===== config.mk =====
export PLATFORM = sky130hd
export DESIGN_NAME = usb_hc_regs
export DESIGN_NICKNAME = d
export VERILOG_FILES = /design/src/rtl/usbhc_pkg.sv /design/src/rtl/usbhc_ctrl.sv /design/src/rtl/usbhc_frame.sv /design/src/rtl/usbhc_port.sv /design/src/rtl/usb_hc_regs.sv
export SDC_FILE = /design/constraint.sdc
export NUM_CORES = 1
export LEC_CHECK = 0
export BUFFER_PORTS_ARGS = -buffer_cell sky130_fd_sc_hd__buf_2
export CORE_UTILIZATION = 30
export CTS_CLUSTER_DIAMETER = 100
export DETAILED_ROUTE_END_ITERATION = 8
export PLACE_DENSITY = 0.54
export SLEW_MARGIN = 0
export SYNTH_ARGS = -nofsm -noshare
export SYNTH_HDL_FRONTEND = slang
export SYNTH_SLANG_ARGS = --single-unit

===== constraint.sdc =====
create_clock -name clk -period 3.5 [get_ports clk]
set_input_delay 0.525 -clock clk [delete_from_list [all_inputs] [get_ports clk]]
set_output_delay 0.525 -clock clk [all_outputs]
set_load 0.005 [all_outputs]

===== src/rtl/usbhc_pkg.sv =====
package usbhc_pkg;
  localparam int ADDR_W = 5;
  localparam int DATA_W = 16;

  localparam logic [ADDR_W-1:0] OFF_CMD   = 5'h00;
  localparam logic [ADDR_W-1:0] OFF_STS   = 5'h02;
  localparam logic [ADDR_W-1:0] OFF_IEN   = 5'h04;
  localparam logic [ADDR_W-1:0] OFF_FRN   = 5'h06;
  localparam logic [ADDR_W-1:0] OFF_BLO   = 5'h08;
  localparam logic [ADDR_W-1:0] OFF_BHI   = 5'h0A;
  localparam logic [ADDR_W-1:0] OFF_SOF   = 5'h0C;
  localparam logic [ADDR_W-1:0] OFF_PORT0 = 5'h10;

  localparam int CMD_W    = 8;
  localparam int CMD_RUN  = 0;
  localparam int CMD_GRST = 2;
  localparam int CMD_EGSM = 3;
  localparam int CMD_FGR  = 4;

  localparam int STS_INT  = 0;
  localparam int STS_ERR  = 1;
  localparam int STS_RSM  = 2;
  localparam int STS_HALT = 5;

  localparam int IEN_W   = 4;
  localparam int IEN_ERR = 0;
  localparam int IEN_RSM = 1;
  localparam int IEN_IOC = 2;
  localparam int IEN_SPD = 3;

  localparam int PSC_CONN = 0;
  localparam int PSC_RST  = 9;
  localparam logic [DATA_W-1:0] PSC_WMASK = 16'h1204;
  localparam logic [DATA_W-1:0] PSC_ONES  = 16'h0080;

  typedef struct packed {
    logic              wr;
    logic [ADDR_W-1:0] addr;
    logic [DATA_W-1:0] data;
  } bus_wr_t;
endpackage


===== src/rtl/usbhc_ctrl.sv =====
module usbhc_ctrl
  import usbhc_pkg::*;
(
  input  logic             clk,
  input  logic             rst_n,
  input  bus_wr_t          bw,
  input  logic             evt_ioc,
  input  logic             evt_short,
  input  logic             evt_err,
  input  logic             resume_req,
  output logic [CMD_W-1:0] cmd_o,
  output logic [DATA_W-1:0] sts_o,
  output logic [IEN_W-1:0] ien_o,
  output logic [1:0]       cause_o,
  output logic             irq_o,
  output logic             run_o,
  output logic             halted_o,
  output logic             sched_start_o,
  output logic             bus_reset_o
);
  logic [CMD_W-1:0] cmd_q, cmd_d;
  logic [IEN_W-1:0] ien_q, ien_d;
  logic [1:0]       cause_q, cause_d;
  logic int_q, int_d, err_q, err_d, rsm_q, rsm_d, halt_q, halt_d;
  logic sched_q, sched_d, grst_q, grst_d;
  logic wr_cmd, wr_sts, wr_ien, resume_ok;

  always_comb begin
    wr_cmd    = bw.wr && (bw.addr == OFF_CMD);
    wr_sts    = bw.wr && (bw.addr == OFF_STS);
    wr_ien    = bw.wr && (bw.addr == OFF_IEN);
    resume_ok = resume_req && cmd_q[CMD_EGSM];

    cmd_d = cmd_q;
    if (wr_cmd) cmd_d = bw.data[CMD_W-1:0];
    if (resume_ok) cmd_d[CMD_FGR] = 1'b1;

    halt_d = halt_q;
    if (wr_cmd) halt_d = ~bw.data[CMD_RUN];

    ien_d = ien_q;
    if (wr_ien) ien_d = bw.data[IEN_W-1:0];

    int_d   = int_q;
    err_d   = err_q;
    rsm_d   = rsm_q;
    cause_d = cause_q;
    if (wr_sts) begin
      if (bw.data[STS_INT]) begin
        int_d   = 1'b0;
        cause_d = 2'b00;
      end
      if (bw.data[STS_ERR]) err_d = 1'b0;
      if (bw.data[STS_RSM]) rsm_d = 1'b0;
    end
    if (evt_ioc) begin
      int_d      = 1'b1;
      cause_d[0] = 1'b1;
    end
    if (evt_short) begin
      int_d      = 1'b1;
      cause_d[1] = 1'b1;
    end
    if (evt_err)   err_d = 1'b1;
    if (resume_ok) rsm_d = 1'b1;

    sched_d = wr_cmd && bw.data[CMD_RUN]  && !cmd_q[CMD_RUN];
    grst_d  = wr_cmd && bw.data[CMD_GRST] && !cmd_q[CMD_GRST];
  end

  always_ff @(posedge clk or negedge rst_n) begin
    if (!rst_n) begin
      cmd_q   <= '0;
      ien_q   <= '0;
      cause_q <= '0;
      int_q   <= 1'b0;
      err_q   <= 1'b0;
      rsm_q   <= 1'b0;
      halt_q  <= 1'b1;
      sched_q <= 1'b0;
      grst_q  <= 1'b0;
    end else begin
      cmd_q   <= cmd_d;
      ien_q   <= ien_d;
      cause_q <= cause_d;
      int_q   <= int_d;
      err_q   <= err_d;
      rsm_q   <= rsm_d;
      halt_q  <= halt_d;
      sched_q <= sched_d;
      grst_q  <= grst_d;
    end
  end

  always_comb begin
    sts_o           = '0;
    sts_o[STS_INT]  = int_q;
    sts_o[STS_ERR]  = err_q;
    sts_o[STS_RSM]  = rsm_q;
    sts_o[STS_HALT] = halt_q;
    irq_o = (int_q && ((cause_q[0] && ien_q[IEN_IOC]) || (cause_q[1] && ien_q[IEN_SPD])))
         || (err_q && ien_q[IEN_ERR])
         || (rsm_q && ien_q[IEN_RSM]);
  end

  assign cmd_o         = cmd_q;
  assign ien_o         = ien_q;
  assign cause_o       = cause_q;
  assign run_o         = cmd_q[CMD_RUN];
  assign halted_o      = halt_q;
  assign sched_start_o = sched_q;
  assign bus_reset_o   = grst_q;

  assert_w1c_R3: assert property (@(posedge clk) disable iff (!rst_n)
    (wr_sts && bw.data[STS_INT] && !evt_ioc && !evt_short) |=> (!sts_o[STS_INT] && cause_o == 2'b00));
  assert_irq_src_R4: assert property (@(posedge clk) disable iff (!rst_n)
    irq_o |-> (sts_o[STS_INT] || sts_o[STS_ERR] || sts_o[STS_RSM]));
  assert_sched_once_R9: assert property (@(posedge clk) disable iff (!rst_n)
    sched_start_o |=> !sched_start_o);
  assert_grst_once_R11: assert property (@(posedge clk) disable iff (!rst_n)
    bus_reset_o |=> !bus_reset_o);
  assert_resume_R12: assert property (@(posedge clk) disable iff (!rst_n)
    (resume_req && cmd_o[CMD_EGSM]) |=> (cmd_o[CMD_FGR] && sts_o[STS_RSM]));
endmodule


===== src/rtl/usbhc_frame.sv =====
module usbhc_frame
  import usbhc_pkg::*;
#(
  parameter int FRAME_W = 11,
  parameter int SOF_W   = 8,
  parameter int SOF_RST = 64,
  parameter int BASE_W  = 32,
  parameter int BASE_Z  = 12
) (
  input  logic               clk,
  input  logic               rst_n,
  input  bus_wr_t            bw,
  input  logic               run,
  input  logic               halted,
  input  logic               tick,
  output logic [FRAME_W-1:0] frnum_o,
  output logic [BASE_W-1:0]  base_o,
  output logic [SOF_W-1:0]   sof_o
);
  localparam int HALF = BASE_W / 2;
  localparam logic [HALF-1:0] LO_MASK = ~((HALF)'((1 << BASE_Z) - 1));

  logic [FRAME_W-1:0] frn_q, frn_d;
  logic [BASE_W-1:0]  base_q, base_d;
  logic [SOF_W-1:0]   sof_q, sof_d;
  logic wr_frn;

  always_comb begin
    wr_frn = bw.wr && (bw.addr == OFF_FRN);
    frn_d  = frn_q;
    if (tick && run) frn_d = frn_q + 1'b1;
    if (wr_frn && halted) frn_d = bw.data[FRAME_W-1:0];

    base_d = base_q;
    if (bw.wr && bw.addr == OFF_BLO) base_d[HALF-1:0]      = bw.data[HALF-1:0] & LO_MASK;
    if (bw.wr && bw.addr == OFF_BHI) base_d[BASE_W-1:HALF] = bw.data[HALF-1:0];

    sof_d = sof_q;
    if (bw.wr && bw.addr == OFF_SOF) sof_d = bw.data[SOF_W-1:0];
  end

  always_ff @(posedge clk or negedge rst_n) begin
    if (!rst_n) begin
      frn_q  <= '0;
      base_q <= '0;
      sof_q  <= SOF_W'(SOF_RST);
    end else begin
      frn_q  <= frn_d;
      base_q <= base_d;
      sof_q  <= sof_d;
    end
  end

  assign frnum_o = frn_q;
  assign base_o  = base_q;
  assign sof_o   = sof_q;

  assert_frn_step_R6: assert property (@(posedge clk) disable iff (!rst_n)
    (tick && run && !wr_frn) |=> (frnum_o == FRAME_W'($past(frnum_o) + 1'b1)));
  assert_frn_lock_R5: assert property (@(posedge clk) disable iff (!rst_n)
    (wr_frn && !halted && !(tick && run)) |=> $stable(frnum_o));
endmodule


===== src/rtl/usbhc_port.sv =====
module usbhc_port
  import usbhc_pkg::*;
#(
  parameter logic [ADDR_W-1:0] OFFSET = 5'h10
) (
  input  logic              clk,
  input  logic              rst_n,
  input  bus_wr_t           bw,
  input  logic              attached,
  output logic [DATA_W-1:0] rd_o,
  output logic              prst_o
);
  logic [DATA_W-1:0] psc_q, psc_d;
  logic prst_q, prst_d, hit;

  always_comb begin
    hit    = bw.wr && (bw.addr == OFFSET);
    psc_d  = psc_q;
    if (hit) psc_d = bw.data & PSC_WMASK;
    prst_d = hit && bw.data[PSC_RST] && !psc_q[PSC_RST] && attached;
  end

  always_ff @(posedge clk or negedge rst_n) begin
    if (!rst_n) begin
      psc_q  <= '0;
      prst_q <= 1'b0;
    end else begin
      psc_q  <= psc_d;
      prst_q <= prst_d;
    end
  end

  always_comb begin
    rd_o           = psc_q | PSC_ONES;
    rd_o[PSC_CONN] = attached;
  end
  assign prst_o = prst_q;

  assert_prst_dev_R10: assert property (@(posedge clk) disable iff (!rst_n)
    prst_o |-> $past(attached));
  assert_prst_once_R10: assert property (@(posedge clk) disable iff (!rst_n)
    prst_o |=> !prst_o);
endmodule


===== src/rtl/usb_hc_regs.sv =====
module usb_hc_regs
  import usbhc_pkg::*;
#(
  parameter int NPORTS  = 4,
  parameter int FRAME_W = 11,
  parameter int SOF_W   = 8,
  parameter int SOF_RST = 64
) (
  input  logic              clk,
  input  logic              rst_n,
  input  logic              wr_en,
  input  logic [4:0]        addr,
  input  logic [15:0]       wdata,
  output logic [15:0]       rdata,
  input  logic              frame_tick,
  input  logic              evt_ioc,
  input  logic              evt_short,
  input  logic              evt_err,
  input  logic              resume_req,
  input  logic [3:0]        dev_attached,
  output logic              irq,
  output logic [1:0]        int_cause,
  output logic              sched_start,
  output logic              bus_reset,
  output logic [3:0]        port_reset
);
  localparam int BASE_W = 32;
  localparam int HALF   = BASE_W / 2;

  bus_wr_t           bw;
  logic [CMD_W-1:0]  cmd;
  logic [DATA_W-1:0] sts;
  logic [IEN_W-1:0]  ien;
  logic              run, halted;
  logic [FRAME_W-1:0] frnum;
  logic [BASE_W-1:0] base;
  logic [SOF_W-1:0]  sof;
  logic [DATA_W-1:0] port_rd [NPORTS];
  logic [NPORTS-1:0] port_pulse;

  assign bw = '{wr: wr_en, addr: addr, data: wdata};

  usbhc_ctrl u_ctrl (
    .clk(clk), .rst_n(rst_n), .bw(bw),
    .evt_ioc(evt_ioc), .evt_short(evt_short), .evt_err(evt_err),
    .resume_req(resume_req),
    .cmd_o(cmd), .sts_o(sts), .ien_o(ien), .cause_o(int_cause), .irq_o(irq),
    .run_o(run), .halted_o(halted),
    .sched_start_o(sched_start), .bus_reset_o(bus_reset)
  );

  usbhc_frame #(
    .FRAME_W(FRAME_W), .SOF_W(SOF_W), .SOF_RST(SOF_RST), .BASE_W(BASE_W), .BASE_Z(12)
  ) u_frame (
    .clk(clk), .rst_n(rst_n), .bw(bw), .run(run), .halted(halted),
    .tick(frame_tick), .frnum_o(frnum), .base_o(base), .sof_o(sof)
  );

  for (genvar g = 0; g < NPORTS; g++) begin : g_port
    usbhc_port #(.OFFSET(ADDR_W'(OFF_PORT0 + 2*g))) u_port (
      .clk(clk), .rst_n(rst_n), .bw(bw), .attached(dev_attached[g]),
      .rd_o(port_rd[g]), .prst_o(port_pulse[g])
    );
  end

  assign port_reset = port_pulse | {NPORTS{bus_reset}};

  always_comb begin
    rdata = '0;
    case (addr)
      OFF_CMD: rdata = DATA_W'(cmd);
      OFF_STS: rdata = sts;
      OFF_IEN: rdata = DATA_W'(ien);
      OFF_FRN: rdata = DATA_W'(frnum);
      OFF_BLO: rdata = base[HALF-1:0];
      OFF_BHI: rdata = base[BASE_W-1:HALF];
      OFF_SOF: rdata = DATA_W'(sof);
      default: begin
        for (int i = 0; i < NPORTS; i++)
          if (addr == ADDR_W'(OFF_PORT0 + 2*i)) rdata = port_rd[i];
      end
    endcase
  end

  assert_gport_R11: assert property (@(posedge clk) disable iff (!rst_n)
    bus_reset |-> (port_reset == {NPORTS{1'b1}}));
endmodule


# Word-level counts from Yosys, hierarchy flattened

Cells that the tools add are included.

Add/subtract/negate cells: 1
Eq/ne operators: 10
Muxes and demuxes: 23
Bitwise logic cells: 2
Reduce and logical (&&, ||, !) cells: 62

Operator list:

| operator              | count |
|---|---|
| $pmux 16 s7           | 1 |
| $mux 16               | 3 |
| $logic_and 1x1->1     | 35 |
| $mux 11               | 2 |
| $eq 5x5->1 const B    | 4 |
| $reduce_bool 2->1     | 10 |
| $eq 5x4->1 const B    | 3 |
| $mux 1                | 13 |
| $mux 13               | 1 |
| $add 11x1->11 const B | 1 |
| $eq 5x3->1 const B    | 2 |
| $reduce_and 2->1      | 5 |
| $logic_not 1->1       | 6 |
| $reduce_bool 3->1     | 2 |
| $eq 5x2->1 const B    | 1 |
| $logic_not 5->1       | 1 |
| $mux 5                | 1 |
| $mux 2                | 2 |
| $or 4x4->4            | 1 |
| $logic_or 1x1->1      | 3 |
| $not 1->1             | 1 |

Flip-flop bits (word level): 75
Output and inout bits: 25
Logic and storage cells: 121

# Logic depth before layout (Yosys ltp)

Depth after elaboration: 6
Mapped depth: 7
Mapped depth without buffers: 5

# By module

Synthesis repeated with hierarchy kept, for this count alone.

Cells, all modules: 490
Area, all modules: 5187.5 um2

Modules (own cells, without submodules):

| module                             | instances | cells each | area each (um2) | seq. area each (um2) |
|---|---|---|---|---|
| usbhc_frame                        | 1         | 143        | 1823.0          | 977.2 |
| usb_hc_regs                        | 1         | 171        | 1295.0          | 0.0 |
| usbhc_ctrl                         | 1         | 72         | 973.4           | 501.7 |
| usbhc_port at g_port[1].u_port ... | 2         | 26         | 279.0           | 100.1 |
| usbhc_port at g_port[3].u_port     | 1         | 25         | 270.3           | 100.1 |
| usbhc_port at g_port[0].u_port     | 1         | 27         | 267.8           | 100.1 |

# Worst setup path after synthesis

No wires, ideal clock.

Kind: input port to output port
Start point: in addr[2]
End point: out rdata[2]
Arrival: 1.596 ns
Slack: 1.379 ns
Stages: 5
Path buffers: 1
Cell sequence: buf_6 -> or4b_2 -> a21oi_1 -> a221oi_1 -> a21oi_1

Cells in the longest elaborated chain, start to end: 6
Elaborated cells between the ends (all ways): 16
Those cells by class: eq/ne: 10; mux: 5; reduce/logical: 1

RTL lines:

| item                 | RTL line          | text |
|---|---|---|
| from (decl)          | usb_hc_regs.sv:12 | `input logic [4:0] addr,` |
| $eq 5x5->1           | usb_hc_regs.sv:80 | `if (addr == ADDR_W'(OFF_PORT0 + 2*i)) rdata = port_rd[i];` |
| $mux 13              | usb_hc_regs.sv:80 |  |
| $mux 16 (3 in a row) | usb_hc_regs.sv:80 |  |
| $pmux 16 s7 (*)      | usb_hc_regs.sv:70 | `case (addr)` |
| to (decl)            | usb_hc_regs.sv:14 | `output logic [15:0] rdata,` |

Every way passes the cells marked *; elsewhere a longest branch is shown, timed or not.

# Final worst setup path

Start point: in addr[3]
End point: out rdata[2]

Same word-level chain as after synthesis.

==> run_results.csv <==
group,metric,value,unit
floorplanning,die_area,0.0132,mm²
synthesis,synth_top_area_share,0.476,
floorplanning,design.core.area,0.0123,mm²
clocking,clk_latency,0.33,ns
synthesis,ys.flop_type,"dfrtp_1",
min_path,hp-class,"in -> async",
sta,fin_skew,0.00424,ns
placed_design,numPortBuffers,57,
clocking,cts_max_path_buffers,2,
power_and_ir_drop,vdd_drop_max,0.252,mV
power_and_ir_drop,power,0.00260,W
final_layout,num-fill-cells,1218,
sta,fin_crit_sh,0.770,
final_layout,drive_gt1_frac,0.372,
sta,finalCriticalPeriod,2.70,ns
worst_setup_path,r2r_slack,1.99,ns
worst_setup_path,cpMaxStageDelayCell,"or4b_2",
sta,max_slew.worst_pin.slew,0.959,ns
drt,viasPerCell,5.11,
synthesis,synth-async-reset-ratio,1.00,
worst_setup_path,cp_slowest_stage_delay,0.71,ns
synthesis,syn_area_per_cell,11.4,µm²
worst_setup_path,r2r_end,"u_frame.frnum_o[10]$_DFFE_PN0P_",
global_route,grt_max_degree,76,
worst_setup_path,worst_ep_required_time,2.97,ns
worst_setup_path,worstSetupStartpointType,"input port",
final_layout,antenna_cells,0,
clocking,ctsRootBufferMaster,"clkbuf_16",
drt,wl_per_cell,17.8,µm
floorplanning,boundaryPins,58,
final_layout,fin_util,0.373,
final_layout,multi_input_area,0.00184,mm²
global_route,overflow,0,
sta,grt_setup_unrepaired,"false",
synthesis,ys_ff_latch,75,
clocking,cts_tree,"done",
power_and_ir_drop,powerDensity,569,mW/mm²
clocking,hold_buffers,0,
floorplanning,rows,40,
sta,tns,0,ns
global_route,grt_usage,0.163,
final_layout,nets,427,
synthesis,synth_edf_count,0,
worst_setup_path,crit_chain,"buf_2, or4b_2, a21oi_1, a221oi_1, a21oi_1, buf_2",
drt,drt-initial-drc-count,193,
worst_setup_path,r2r-start,"u_frame.frnum_o[0]$_DFFE_PN0P_",
global_route,antenna_found_initial,0,
placed_design,dp_hpwl,7280,µm
drt,first_pass_iters,5,
floorplanning,fp.dieW,115,µm
power_and_ir_drop,p_leak,2.11,nW
clocking,cts_setup_buffers,0,
sta,drv_slew,0,
floorplanning,die_h,115,µm
clocking,cts_buffers,9,
synthesis,synth.distinct_cells,57,
worst_setup_path,r2r_cells,5,
worst_setup_path,arrival,2.17,ns
clocking,clock_sinks,75,
floorplanning,start_util,0.313,
synthesis,synth_nets,371,
final_layout,layout_common_cells,"73 x dfrtp_1, 56 x buf_2, 42 x mux2_2",
synthesis,ys_seq_area_frac,0.490,
worst_setup_path,crit_type,"in -> out",
final_layout,mostFrequentLayoutCell,"dfrtp_1",
worst_setup_path,crit_fanout,24,
drt,wl,10100,µm
synthesis,synth_top_area_cell,"dfrtp_1",
synthesis,syn_inst,337,
drt,drtAntennaViolNets,0,
synthesis,synth_area_leaders,"dfrtp_1 48%, mux2_2 12%, mux2_4 3.9%",
sta,setup_violations,0,
drt,vias,2894,
status,outcome,"finished clean",
clocking,cts.repair.resized,0,
drt,drc_errors,0,
sta,relSlewSlack,0.361,
final_layout,seqCellArea,0.00188,mm²
global_route,grt_pass1_vias,2909,
worst_setup_path,critPathCapture,"rdata[2]",
synthesis,ys.warnings.count,0,
sta,hold_violations,0,
worst_setup_path,end_kind,"output port",
worst_setup_path,crit_start,"addr[3]",
placed_design,gp_congestion,0.846,
synthesis,syn_area,0.00384,mm²
sta,max_freq,371,MHz
final_layout,areaGrowthSynthToFinish,19.1,%
global_route,grt_pass1_wl,16300,µm
clocking,clkTransAtPathRegs,0.06,ns
run,maxCapViolCount,0,
clocking,htree_levels,3,
==> state kept, by name (all words and copies together), names as in the netlist <==
register,flops
u_frame.frnum_o,11
u_ctrl.rsm_q,1
u_ctrl.cause_o,2
u_frame.base_o,20
u_frame.sof_o,8
u_ctrl.ien_o,4
g_port.u_port.psc_q,12
u_ctrl.halted_o,1
u_ctrl.cmd_o,8
u_ctrl.err_q,1
u_ctrl.sched_start_o,1
u_ctrl.int_q,1
g_port.u_port.prst_o,4
u_ctrl.bus_reset_o,1
==> routing by layer <==
metal	up-vias	part of all wire	global-route usage
met5	-	0	0
met4	0	0.022	0.0606
met3	18	0.053	0.0348
met2	103	0.44	0.240
met1	1431	0.48	0.235
li1	1342	-	-
==> worst max-delay path: cells and delay by family <==
family,cells,cell delay (ns)
AND/OR/NAND/NOR,1,0.71
AO/OA/AOI/OAI,3,0.52
buffers and inverters,2,0.41
==> worst min path at each step <==
stage / startpoint / endpoint / slack (ns) / cells past startpoint
floorplan: rst_n / g_port[0].u_port.prst_o$_DFF_PN0_ / 0.23 / 0
detailed placement: g_port[2].u_port.psc_q[9]$_DFFE_PN0P_ / g_port[2].u_port.prst_o$_DFF_PN0_ / 0.46 / 1
finish: rst_n / g_port[2].u_port.prst_o$_DFF_PN0_ / 0.35 / 1
CTS: evt_err / u_ctrl.err_q$_DFFE_PN0P_ / 0.38 / 2
global route: evt_err / u_ctrl.err_q$_DFFE_PN0P_ / 0.39 / 2
global placement: g_port[2].u_port.psc_q[9]$_DFFE_PN0P_ / g_port[2].u_port.prst_o$_DFF_PN0_ / 0.46 / 1
==> through the flow <==
step	instances	area [µm²]	hold slack, ns	setup WS (ns)
after CTS	566	4570	0.384	0.806
after global placement	550	4260	0.461	0.918
after floorplan	337	3840	0.229	1.38
after detailed placement	550	4260	0.462	0.827
final	566	4570	0.346	0.804
after global routing	566	4570	0.392	0.742
==> synth_stat cells, drive strengths merged, types with 3 or more instances <==
library cell and number:
o22ai 3, nand4 3, a21oi 19, or2 5
nand3 13, clkbuf 4, a221o 3, mux2 52
a22o 7, nand3b 3, nor4 4, mux2i 12
nor2 29, inv 5, xnor2 8, buf 11
nand2b 3, o21ai 5, nand2 30, a22oi 6
and2b 3, a221oi 3, a21o 3, dfrtp 73
nor3 6
==> logic make-up (layout without fill, tap and decap cells) <==
group / Yosys count / count (layout) / share of synthesized area
flops: 75 / 75 / 0.490
compound gates: 57 / 57 / 0.102
simple gates: 110 / 110 / 0.157
mux: 64 / 64 / 0.194
buf+inv: 20 / 81 / 0.0313
fa+ha+maj: 1 / 1 / 0.00326
xor+xnor: 10 / 10 / 0.0228
==> report_power, final <==
part	internal, W	leakage (nW)	switching [W]
clock	0.000608	0.155	0.000351
combinational	0.000240	1.02	0.000199
sequential	0.00104	0.928	0.000159
==> layout make-up <==
type / instances / share of cell area
tap: 168 / 0.0460
inverter: 5 / 0.00411
clock buffer: 12 / 0.0583
sequential: 75 / 0.411
timing repair buffer: 60 / 0.0679
clock inverter: 4 / 0.0104
multi-input combinational: 242 / 0.402
Note: power is estimated with default switching activity, not from simulation.
